## src/rtl/fgw_pkg.sv

```systemverilog
package fgw_pkg;

    localparam int TMO_W = 5;
    localparam int N_W   = 8;
    localparam int M_W   = 7;

    // Recovery setting captured at timeout
    typedef struct packed {
        logic           use_nm;
        logic [N_W-1:0] n;
        logic [M_W-1:0] m;
    } rcv_set_t;

    localparam rcv_set_t RCV_RESET = '{use_nm: 1'b0, n: '0, m: '0};

endpackage

```

## src/rtl/fgw_unit_div.sv

```systemverilog
module fgw_unit_div #(
    parameter int SHORT_TICKS = 3,
    parameter int LONG_TICKS  = 50
) (
    input  logic clk,
    input  logic rst,
    input  logic clear,
    input  logic tick,
    input  logic unit_sel,
    output logic unit_tick
);
    localparam int PW = $clog2(LONG_TICKS + 1);

    logic [PW-1:0] pre_q;
    logic [PW-1:0] last_v;

    assign last_v    = unit_sel ? PW'(LONG_TICKS - 1) : PW'(SHORT_TICKS - 1);
    assign unit_tick = tick && (pre_q >= last_v);

    always_ff @(posedge clk) begin
        if (rst || clear)
            pre_q <= '0;
        else if (tick)
            pre_q <= (pre_q >= last_v) ? '0 : pre_q + 1'b1;
    end


    tick_gate_chk: assert property (@(posedge clk) disable iff (rst)
        (!tick && !clear) |=> $stable(pre_q));

endmodule

```

## src/rtl/fgw_countdown.sv

```systemverilog
module fgw_countdown #(
    parameter int W = 5
) (
    input  logic         clk,
    input  logic         rst,
    input  logic         enable,
    input  logic         start,
    input  logic         unit_tick,
    input  logic [W-1:0] load_val,
    output logic         running,
    output logic         expire
);
    logic [W-1:0] cnt_q;
    logic         run_q;

    // A value of 0 or 1 both end after one unit
    assign expire  = enable && run_q && unit_tick && (cnt_q <= W'(1));
    assign running = run_q;

    always_ff @(posedge clk) begin
        if (rst) begin
            run_q <= 1'b0;
            cnt_q <= '0;
        end else if (!enable) begin
            run_q <= 1'b0;
            cnt_q <= load_val;
        end else if (start) begin
            run_q <= 1'b1;
            cnt_q <= load_val;
        end else if (expire) begin
            run_q <= 1'b0;
        end else if (run_q && unit_tick) begin
            cnt_q <= cnt_q - 1'b1;
        end
    end


    disarm_stop_chk: assert property (@(posedge clk) disable iff (rst)
        !enable |=> !running);


    start_needed_chk: assert property (@(posedge clk) disable iff (rst)
        $rose(running) |-> $past(start));

endmodule

```

## src/rtl/fgw_rst_pulse.sv

```systemverilog
module fgw_rst_pulse #(
    parameter int RST_TICKS = 4
) (
    input  logic clk,
    input  logic rst,
    input  logic trigger,
    input  logic tick,
    output logic pin_n
);
    localparam int CW = $clog2(RST_TICKS + 1);

    logic [CW-1:0] left_q;

    assign pin_n = (left_q == '0);

    always_ff @(posedge clk) begin
        if (rst)
            left_q <= '0;
        else if (trigger)
            left_q <= CW'(RST_TICKS);
        else if (tick && left_q != '0)
            left_q <= left_q - 1'b1;
    end


    pulse_cause_chk: assert property (@(posedge clk) disable iff (rst)
        $fell(pin_n) |-> $past(trigger));

endmodule

```

## src/rtl/freq_guard_wdt.sv

```systemverilog
module freq_guard_wdt
    import fgw_pkg::*;
#(
    parameter int SHORT_TICKS = 3,
    parameter int LONG_TICKS  = 50,
    parameter int RST_TICKS   = 4
) (
    input  logic           clk,
    input  logic           rst,
    input  logic           base_tick,
    input  logic [TMO_W-1:0] tmo_value,
    input  logic           unit_sel,
    input  logic           wd_en,
    input  logic           rst_on_tmo_en,
    input  logic           rst_on_chg_en,
    input  logic           rcv_src_nm,
    input  logic [N_W-1:0] rcv_n_in,
    input  logic [M_W-1:0] rcv_m_in,
    input  logic           sts_wr,
    input  logic           sts_wdata,
    input  logic           fc_req,
    output logic           rst_pin_n,
    output logic           tmo_status,
    output logic           rcv_active,
    output logic           wr_lock,
    output logic           rcv_use_nm,
    output logic [N_W-1:0] rcv_n,
    output logic [M_W-1:0] rcv_m
);
    logic     cd_running;
    logic     cd_expire;
    logic     unit_tick;
    logic     fc_ok;
    logic     pulse_trig;
    logic     lock_q;
    logic     status_q;
    rcv_set_t rcv_q;

    // A request in the expiry cycle is dropped: recovery takes effect first
    assign fc_ok      = fc_req && !lock_q && !cd_expire;
    assign pulse_trig = (cd_expire && rst_on_tmo_en) || (fc_ok && rst_on_chg_en);

    fgw_unit_div #(.SHORT_TICKS(SHORT_TICKS), .LONG_TICKS(LONG_TICKS)) i_div (
        .clk       (clk),
        .rst       (rst),
        .clear     (!cd_running || fc_ok),
        .tick      (base_tick),
        .unit_sel  (unit_sel),
        .unit_tick (unit_tick)
    );

    fgw_countdown #(.W(TMO_W)) i_cd (
        .clk       (clk),
        .rst       (rst),
        .enable    (wd_en),
        .start     (fc_ok),
        .unit_tick (unit_tick),
        .load_val  (tmo_value),
        .running   (cd_running),
        .expire    (cd_expire)
    );

    fgw_rst_pulse #(.RST_TICKS(RST_TICKS)) i_pulse (
        .clk     (clk),
        .rst     (rst),
        .trigger (pulse_trig),
        .tick    (base_tick),
        .pin_n   (rst_pin_n)
    );

    always_ff @(posedge clk) begin
        if (rst)
            status_q <= 1'b0;
        else if (cd_expire)
            status_q <= 1'b1;
        else if (sts_wr && sts_wdata)
            status_q <= 1'b0;
    end

    always_ff @(posedge clk) begin
        if (rst) begin
            lock_q <= 1'b0;
            rcv_q  <= RCV_RESET;
        end else if (!wd_en) begin
            lock_q <= 1'b0;
        end else if (cd_expire) begin
            lock_q <= 1'b1;
            rcv_q  <= '{use_nm: rcv_src_nm, n: rcv_n_in, m: rcv_m_in};
        end
    end

    assign tmo_status = status_q;
    assign rcv_active = lock_q;
    assign wr_lock    = lock_q;
    assign rcv_use_nm = rcv_q.use_nm;
    assign rcv_n      = rcv_q.n;
    assign rcv_m      = rcv_q.m;


    status_armed_chk: assert property (@(posedge clk) disable iff (rst)
        $rose(tmo_status) |-> $past(wd_en));


    status_hold_chk: assert property (@(posedge clk) disable iff (rst)
        (tmo_status && !(sts_wr && sts_wdata)) |=> tmo_status);


    lock_release_chk: assert property (@(posedge clk) disable iff (rst)
        !wd_en |=> !rcv_active);


    lock_enter_chk: assert property (@(posedge clk) disable iff (rst)
        cd_expire |=> (rcv_active && tmo_status));


    locked_idle_chk: assert property (@(posedge clk) disable iff (rst)
        rcv_active |-> !cd_running);

endmodule

```

## config.mk

```make
export PLATFORM = sky130hd
export DESIGN_NAME = freq_guard_wdt
export DESIGN_NICKNAME = d
export VERILOG_FILES = /design/src/rtl/fgw_pkg.sv /design/src/rtl/fgw_unit_div.sv /design/src/rtl/fgw_countdown.sv /design/src/rtl/fgw_rst_pulse.sv /design/src/rtl/freq_guard_wdt.sv
export SDC_FILE = /design/constraint.sdc
export NUM_CORES = 1
export LEC_CHECK = 0
export BUFFER_PORTS_ARGS = -buffer_cell sky130_fd_sc_hd__buf_2
export CAP_MARGIN = 20
export CORE_ASPECT_RATIO = 1.2
export CORE_MARGIN = 4
export CORE_UTILIZATION = 46
export DETAILED_ROUTE_END_ITERATION = 10
export PLACE_DENSITY_LB_ADDON = 0.3
export SLEW_MARGIN = 15
export SYNTH_ARGS = -nofsm -noshare
export SYNTH_HDL_FRONTEND = slang
export SYNTH_SLANG_ARGS = --single-unit
```

## constraint.sdc

```tcl
create_clock -name clk -period 2.1 [get_ports clk]
set_input_delay 0.21 -clock clk [delete_from_list [all_inputs] [get_ports clk]]
set_output_delay 0.21 -clock clk [all_outputs]
set_load 0.01 [all_outputs]
```

# Word-level counts from Yosys, hierarchy flattened
# Index checks and enable logic that the tools add are counted.
# totals
latchBits	0
wordCells	56
out_inout_bits	20
register_bits	33
mem_bits_ro	0
in_bits	31
ramBits	0
n_memories	0
# op_classes
n_div	0
n_shift	0
n_addsub	3
reduce_logical	26
muxes	12
n_lt_le_gt_ge	2
bitwise	1
n_eq_ne	2
multipliers	0
# ops
op	count
two-way mux 5 bit	4
two-way mux 6 bit	2
logical AND 1 bit	11
adder 6 x 1 -> 6 bit (second input constant)	1
>= comparator 6 bit	1
two-way mux 3 bit	2
nonzero test 2 bit	3
<= comparator 5 x 1 -> 1 bit (second input constant)	1
subtractor 5 x 1 -> 5 bit (second input constant)	1
two-way mux 1 bit	4
AND reduction 2 bit	2
OR reduction 2 bit	2
logical NOT 1 bit	3
logical NOT 3 bit	1
logical OR 1 bit	3
inequality test 3 x 1 -> 1 bit (second input constant)	1
inequality test 3 x 2 -> 1 bit (second input constant)	1
nonzero test 3 bit	1
subtractor 3 x 1 -> 3 bit (second input constant)	1
inverter 1 bit	1

# Longest topological paths before layout
# depth
word_depth	10
depth_mapped	8
mapped_depth_nobuf	7

# Hierarchy
# From an unflattened synthesis, not the netlist that was laid out.
# unflattened
hier_cells	183
hier_area_um2	1809.2
# by_module_without_submodules
mod	area_each_um2	instances	cells_each	seq_area_each_um2
freq_guard_wdt	888.4	1	85	360.3
fgw_countdown	379.1	1	44	120.1
fgw_unit_div	357.8	1	36	120.1
fgw_rst_pulse	183.9	1	18	60.1

# Worst setup path after synthesis
# OpenSTA, ideal clock, no wires.
# synth_timing
path_kind	register to register
from	reg i_div.pre_q[0]
to	reg i_cd.cnt_q[2]
t_arrival_ps	1922
required_time_ps	1973
period_less_slack_ps	2049
slack_ps	51
path_stages_with_launch	9
n_path_buf	1
setup_time_ps	127
path_cell_list	dfxtp_1 > inv_1 > ha_1 > nand2b_1 > a2111o_1 > a21oi_4 > buf_4 > a2111oi_2 > or3_1
# synth_via
elab_chain_len	8
elab_cells_between_ends	12
cone_classes	1 x order compare; 2 x eq/ne; 2 x mux; 7 x reduce/logical
# synth_lines
item	line	source
start: declaration	fgw_unit_div.sv:14	logic [PW-1:0] pre_q;
start signal: assignment	fgw_unit_div.sv:24	pre_q <= (pre_q >= last_v) ? '0 : pre_q + 1'b1;
>= comparator 6 bit (*)	fgw_unit_div.sv:18	assign unit_tick = tick && (pre_q >= last_v);
logical AND 1 bit (*)	fgw_unit_div.sv:18	
logical AND 1 bit (2 in a row)	fgw_countdown.sv:17	assign expire = enable && run_q && unit_tick && (cnt_q <= W'(1));
logical NOT 1 bit	freq_guard_wdt.sv:40	assign fc_ok = fc_req && !lock_q && !cd_expire;
logical AND 1 bit	freq_guard_wdt.sv:40	
inequality test 3 x 1 -> 1 bit (no line) (tied with other cells)	-	
AND reduction 2 bit (no line) / two-way mux 5 bit (equally long branches)	-	
end signal: assignment	fgw_countdown.sv:26	cnt_q <= load_val;
end signal: assignment	fgw_countdown.sv:29	cnt_q <= load_val;
end signal: assignment	fgw_countdown.sv:33	cnt_q <= cnt_q - 1'b1;
end: declaration	fgw_countdown.sv:13	logic [W-1:0] cnt_q;
# Every way passes the cells marked *; elsewhere a longest branch is shown, timed or not.
# A chain may end at the register's enable or synchronous reset.

# Final worst setup path
# layout_timing
from	reg i_div.pre_q[0]
to	reg i_cd.cnt_q[3]
# The elaborated chain is that of the path after synthesis.

==> flow_summary.json <==
{
  "rsz0062_at_grt": "yes",
  "drc": 0,
  "seq_area_frac_synth_pct": 38.6,
  "switchingPower_mw": 0.359,
  "fin_crit_sh_pct": 96.6,
  "core_um2": 3600,
  "yosysWarnings": 0,
  "vias_per_cell": 5.59,
  "grt_max_degree": 32,
  "hpwl_mm": 3.01,
  "synth_top_family_by_area": "compound AO/OA/AOI/OAI gates",
  "intPower_mw": 0.951,
  "critPathLaunchType": "flip-flop",
  "nets": 300,
  "cp.arrival_ps": 2190,
  "num_rows": 24,
  "synthSimpleGateAreaFrac_pct": 21.4,
  "switching_share_pct": 27.4,
  "regToRegSetupSlack_ps": 70,
  "max_cap_viol_count": 0,
  "synth_compound_gate_area_share_pct": 23.3,
  "use_met1_pct": 20.6,
  "r2r_cells": 7,
  "htreeDepth": 2,
  "p_comb_share_pct": 14.4,
  "hp-class": "input pin to flip-flop",
  "synth_top_cell_by_area": "dfxtp_1",
  "vias": 1678,
  "clock_sinks": 33,
  "outcome": "finished clean",
  "r2r_end": "i_cd.cnt_q[3]",
  "grt-ovfl-total": 0,
  "synth_xor_area_share_pct": 2.56,
  "avgSynthCellArea_um2": 8.39,
  "antenna_cells": 0,
  "hold_viol": 0,
  "grt.total_usage_pct": 18.0,
  "timing.rr.start": "i_div.pre_q[0]",
  "slew-limit-headroom_pct": 61.3,
  "clock_latency_ps": 290,
  "initial_core_util_pct": 47.5,
  "wirelength_mm": 4.16,
  "grt_pass1_vias": 1531,
  "finalWorstSetupSlack_ps": 70.8,
  "clkPwrFrac_pct": 35.9,
  "place_area_um2": 2020,
  "path_clk_slew_ps": 80,
  "netlist_top_cells_area": "dfxtp_1, ha_1, o21ai_0",
  "end_kind": "flip-flop",
  "fmax_mhz": 493,
  "final_design_area_no_fill_um2": 2180,
  "wl_per_cell_um": 13.9,
  "met2_usage_pct": 30.9,
  "syn-cell-area_um2": 1710,
  "fin_crit_ps": 2030,
  "io_buffers": 50,
  "dieArea_um2": 4760,
  "tritoncts": "done",
  "synth_cell_type_count": 40,
  "drt_iter0_drc": 57,
  "clock_skew_ps": 8.90,
  "whs_path_depth": 3,
  "criticalPathCategory": "flip-flop to flip-flop",
  "p_leak_nw": 0.926,
  "yosys.area_share.adder_pct": 6.58,
  "powerDensity_nw_per_um2": 602,
  "grt_pass1_wl_mm": 6.74,
  "numCtsBuffers": 5,
  "min_from": "rcv_m_in[0]",
  "synth_cells": 204,
  "place.gp.congestion": 0.797,
  "drt_pass1_iterations": 4,
  "die_h_um": 74.8,
  "startpoint": "i_div.pre_q[0]",
  "die_width_um": 63.7,
  "cts_root_buffer": "clkbuf_8",
  "required_ps": 2260,
  "cp_max_fo": 6,
  "antenna_found_initial": 0,
  "ys_ff_latch": 33,
  "synth_top_area_share_pct": 38.6,
  "use_met3_pct": 5.22,
  "synth_fp_nets": 244,
  "tightest_slew_ps": 581,
  "areaGrowthSynthToFinish_pct": 27.1,
  "drive_gt1_share_pct": 31.8,
  "cts_max_path_buffers": 2,
  "ant_nets": 0,
  "ir_worst_vdd_mv": 0.380,
  "p_seq_share_pct": 49.6,
  "place_ws_ps": -60.0,
  "min_to": "rcv_m[0]",
  "maxSlewViolCount": 0,
  "grt.busiest_layer": "met2",
  "synth.mux.area_fraction_pct": 1.75,
  "final_util_pct": 60.4,
  "holdWs_ps": 167,
  "setup_violations": 0,
  "ios": 51
}
[sequential cells by signal, indices dropped and copies added, names as in the netlist]
register and flops:
rcv_use_nm 1, rcv_active 1, tmo_status 1, rcv_m 7
i_div.pre_q 6, i_pulse.left_q 3, i_cd.cnt_q 5, i_cd.running 1
rcv_n 8
[worst max-delay path by stage]
| stage | endpoint | slack, ps | cells after the start |
|---|---|---|---|
| after floorplan | i_cd.cnt_q[2] | 50 | 8 |
| after detailed placement | i_cd.cnt_q[3] | -60 | 7 |
| after global routing | i_cd.cnt_q[3] | -30 | 7 |
| final | i_cd.cnt_q[3] | 70 | 7 |
| after CTS | i_cd.cnt_q[3] | 3 | 7 |
| after global placement | i_cd.cnt_q[3] | 2 | 7 |
[per-layer routing]
metal / vias up / share of wire (%)
met5: - / 0
met4: 0 / 1.9
met3: 8 / 5.2
met2: 50 / 51
met1: 769 / 42
li1: 851 / -
[cells in the final DEF (no fill, tap or decap), drive strengths merged, types with 2 or more instances in the layout]
master / synthesis / routed
nor2b: 3 / 3
a21o: 2 / 2
a21oi: 20 / 20
nor2: 11 / 11
o32ai: 2 / 2
a221oi: 3 / 3
inv: 7 / 7
nand2: 12 / 12
ha: 9 / 9
dfxtp: 33 / 33
nand2b: 6 / 6
a31oi: 5 / 5
o21a: 2 / 2
buf: 7 / 63
a211oi: 2 / 2
nand4: 3 / 3
and2: 3 / 3
clkinv: 0 / 2
o211ai: 2 / 2
mux2i: 3 / 3
xor2: 4 / 4
clkbuf: 7 / 5
nand3: 20 / 20
nor4b: 2 / 2
o21ai: 22 / 22
and3: 3 / 3
nor3: 2 / 2
[worst max-delay path, stage by stage, from the launching register on]
cell and delay [ps]:
dfxtp_2 330, inv_2 50, ha_4 200, nand2b_4 120
a2111o_1 490, a21oi_4 290, mux2i_4 340, o32ai_2 100
[kinds of logic after synthesis]
group	count (synthesis)
AND/OR/NAND/NOR	70
AO/OA/AOI/OAI	63
flip-flops	33
buffers and inverters	21
adder cells (fa/ha/maj)	9
XOR/XNOR	5
multiplexers	3
[cell usage after synthesis, drive strengths merged]
cell	count
o21a	2
clkbuf	7
a41o	1
nand3	20
o21ai	22
nor3	2
buf	7
mux2i	3
nand2	12
xor2	4
a31oi	5
or3	1
a2111o	1
nor2	11
a211oi	2
nor4b	2
nor2b	3
nand3b	1
and3	3
o32ai	2
and4	1
a21o	2
nand2b	6
dfxtp	33
a2111oi	1
and4b	1
ha	9
nor3b	1
nand4	3
a221oi	3
a21oi	20
and2	3
xnor2	1
inv	7
o211ai	2
[area by class of cell]
cell class / count / area (um2)
clock buffer: 5 / 68.8
clock inverter: 3 / 17.5
fill: 339 / 1430
inverter: 7 / 26.3
multi-input combinational: 150 / 1000
sequential: 33 / 662
tap: 39 / 48.8
timing repair buffer: 63 / 348
[power groups by stage]
stage | combinational [mW] | clock [mW] | sequential, mW
2_1_floorplan | 0.115 | 0 | 0.662
3_3_place_gp | 0.175 | 0 | 0.664
3_5_place_dp | 0.175 | 0 | 0.664
4_1_cts | 0.179 | 0.480 | 0.650
5_1_grt | 0.213 | 0.502 | 0.652
6_report | 0.189 | 0.471 | 0.650
[metrics by stage]
stage,std cells,power [mW],TNS (ps)
floorplan,204,0.776,0
global placement,290,0.839,0
detailed placement,290,0.840,-134
CTS,298,1.31,0
global route,300,1.37,-126
finish,300,1.31,0
[timing repair]
item                                    in CTS  in global routing
resized for setup                            2                  8
pin swaps                                    2                  3
setup buffers                                0                  2
endpoints found under the setup margin       5                 32
hold buffers                                 0                  0
Note: power is estimated with default switching activity, not from simulation.
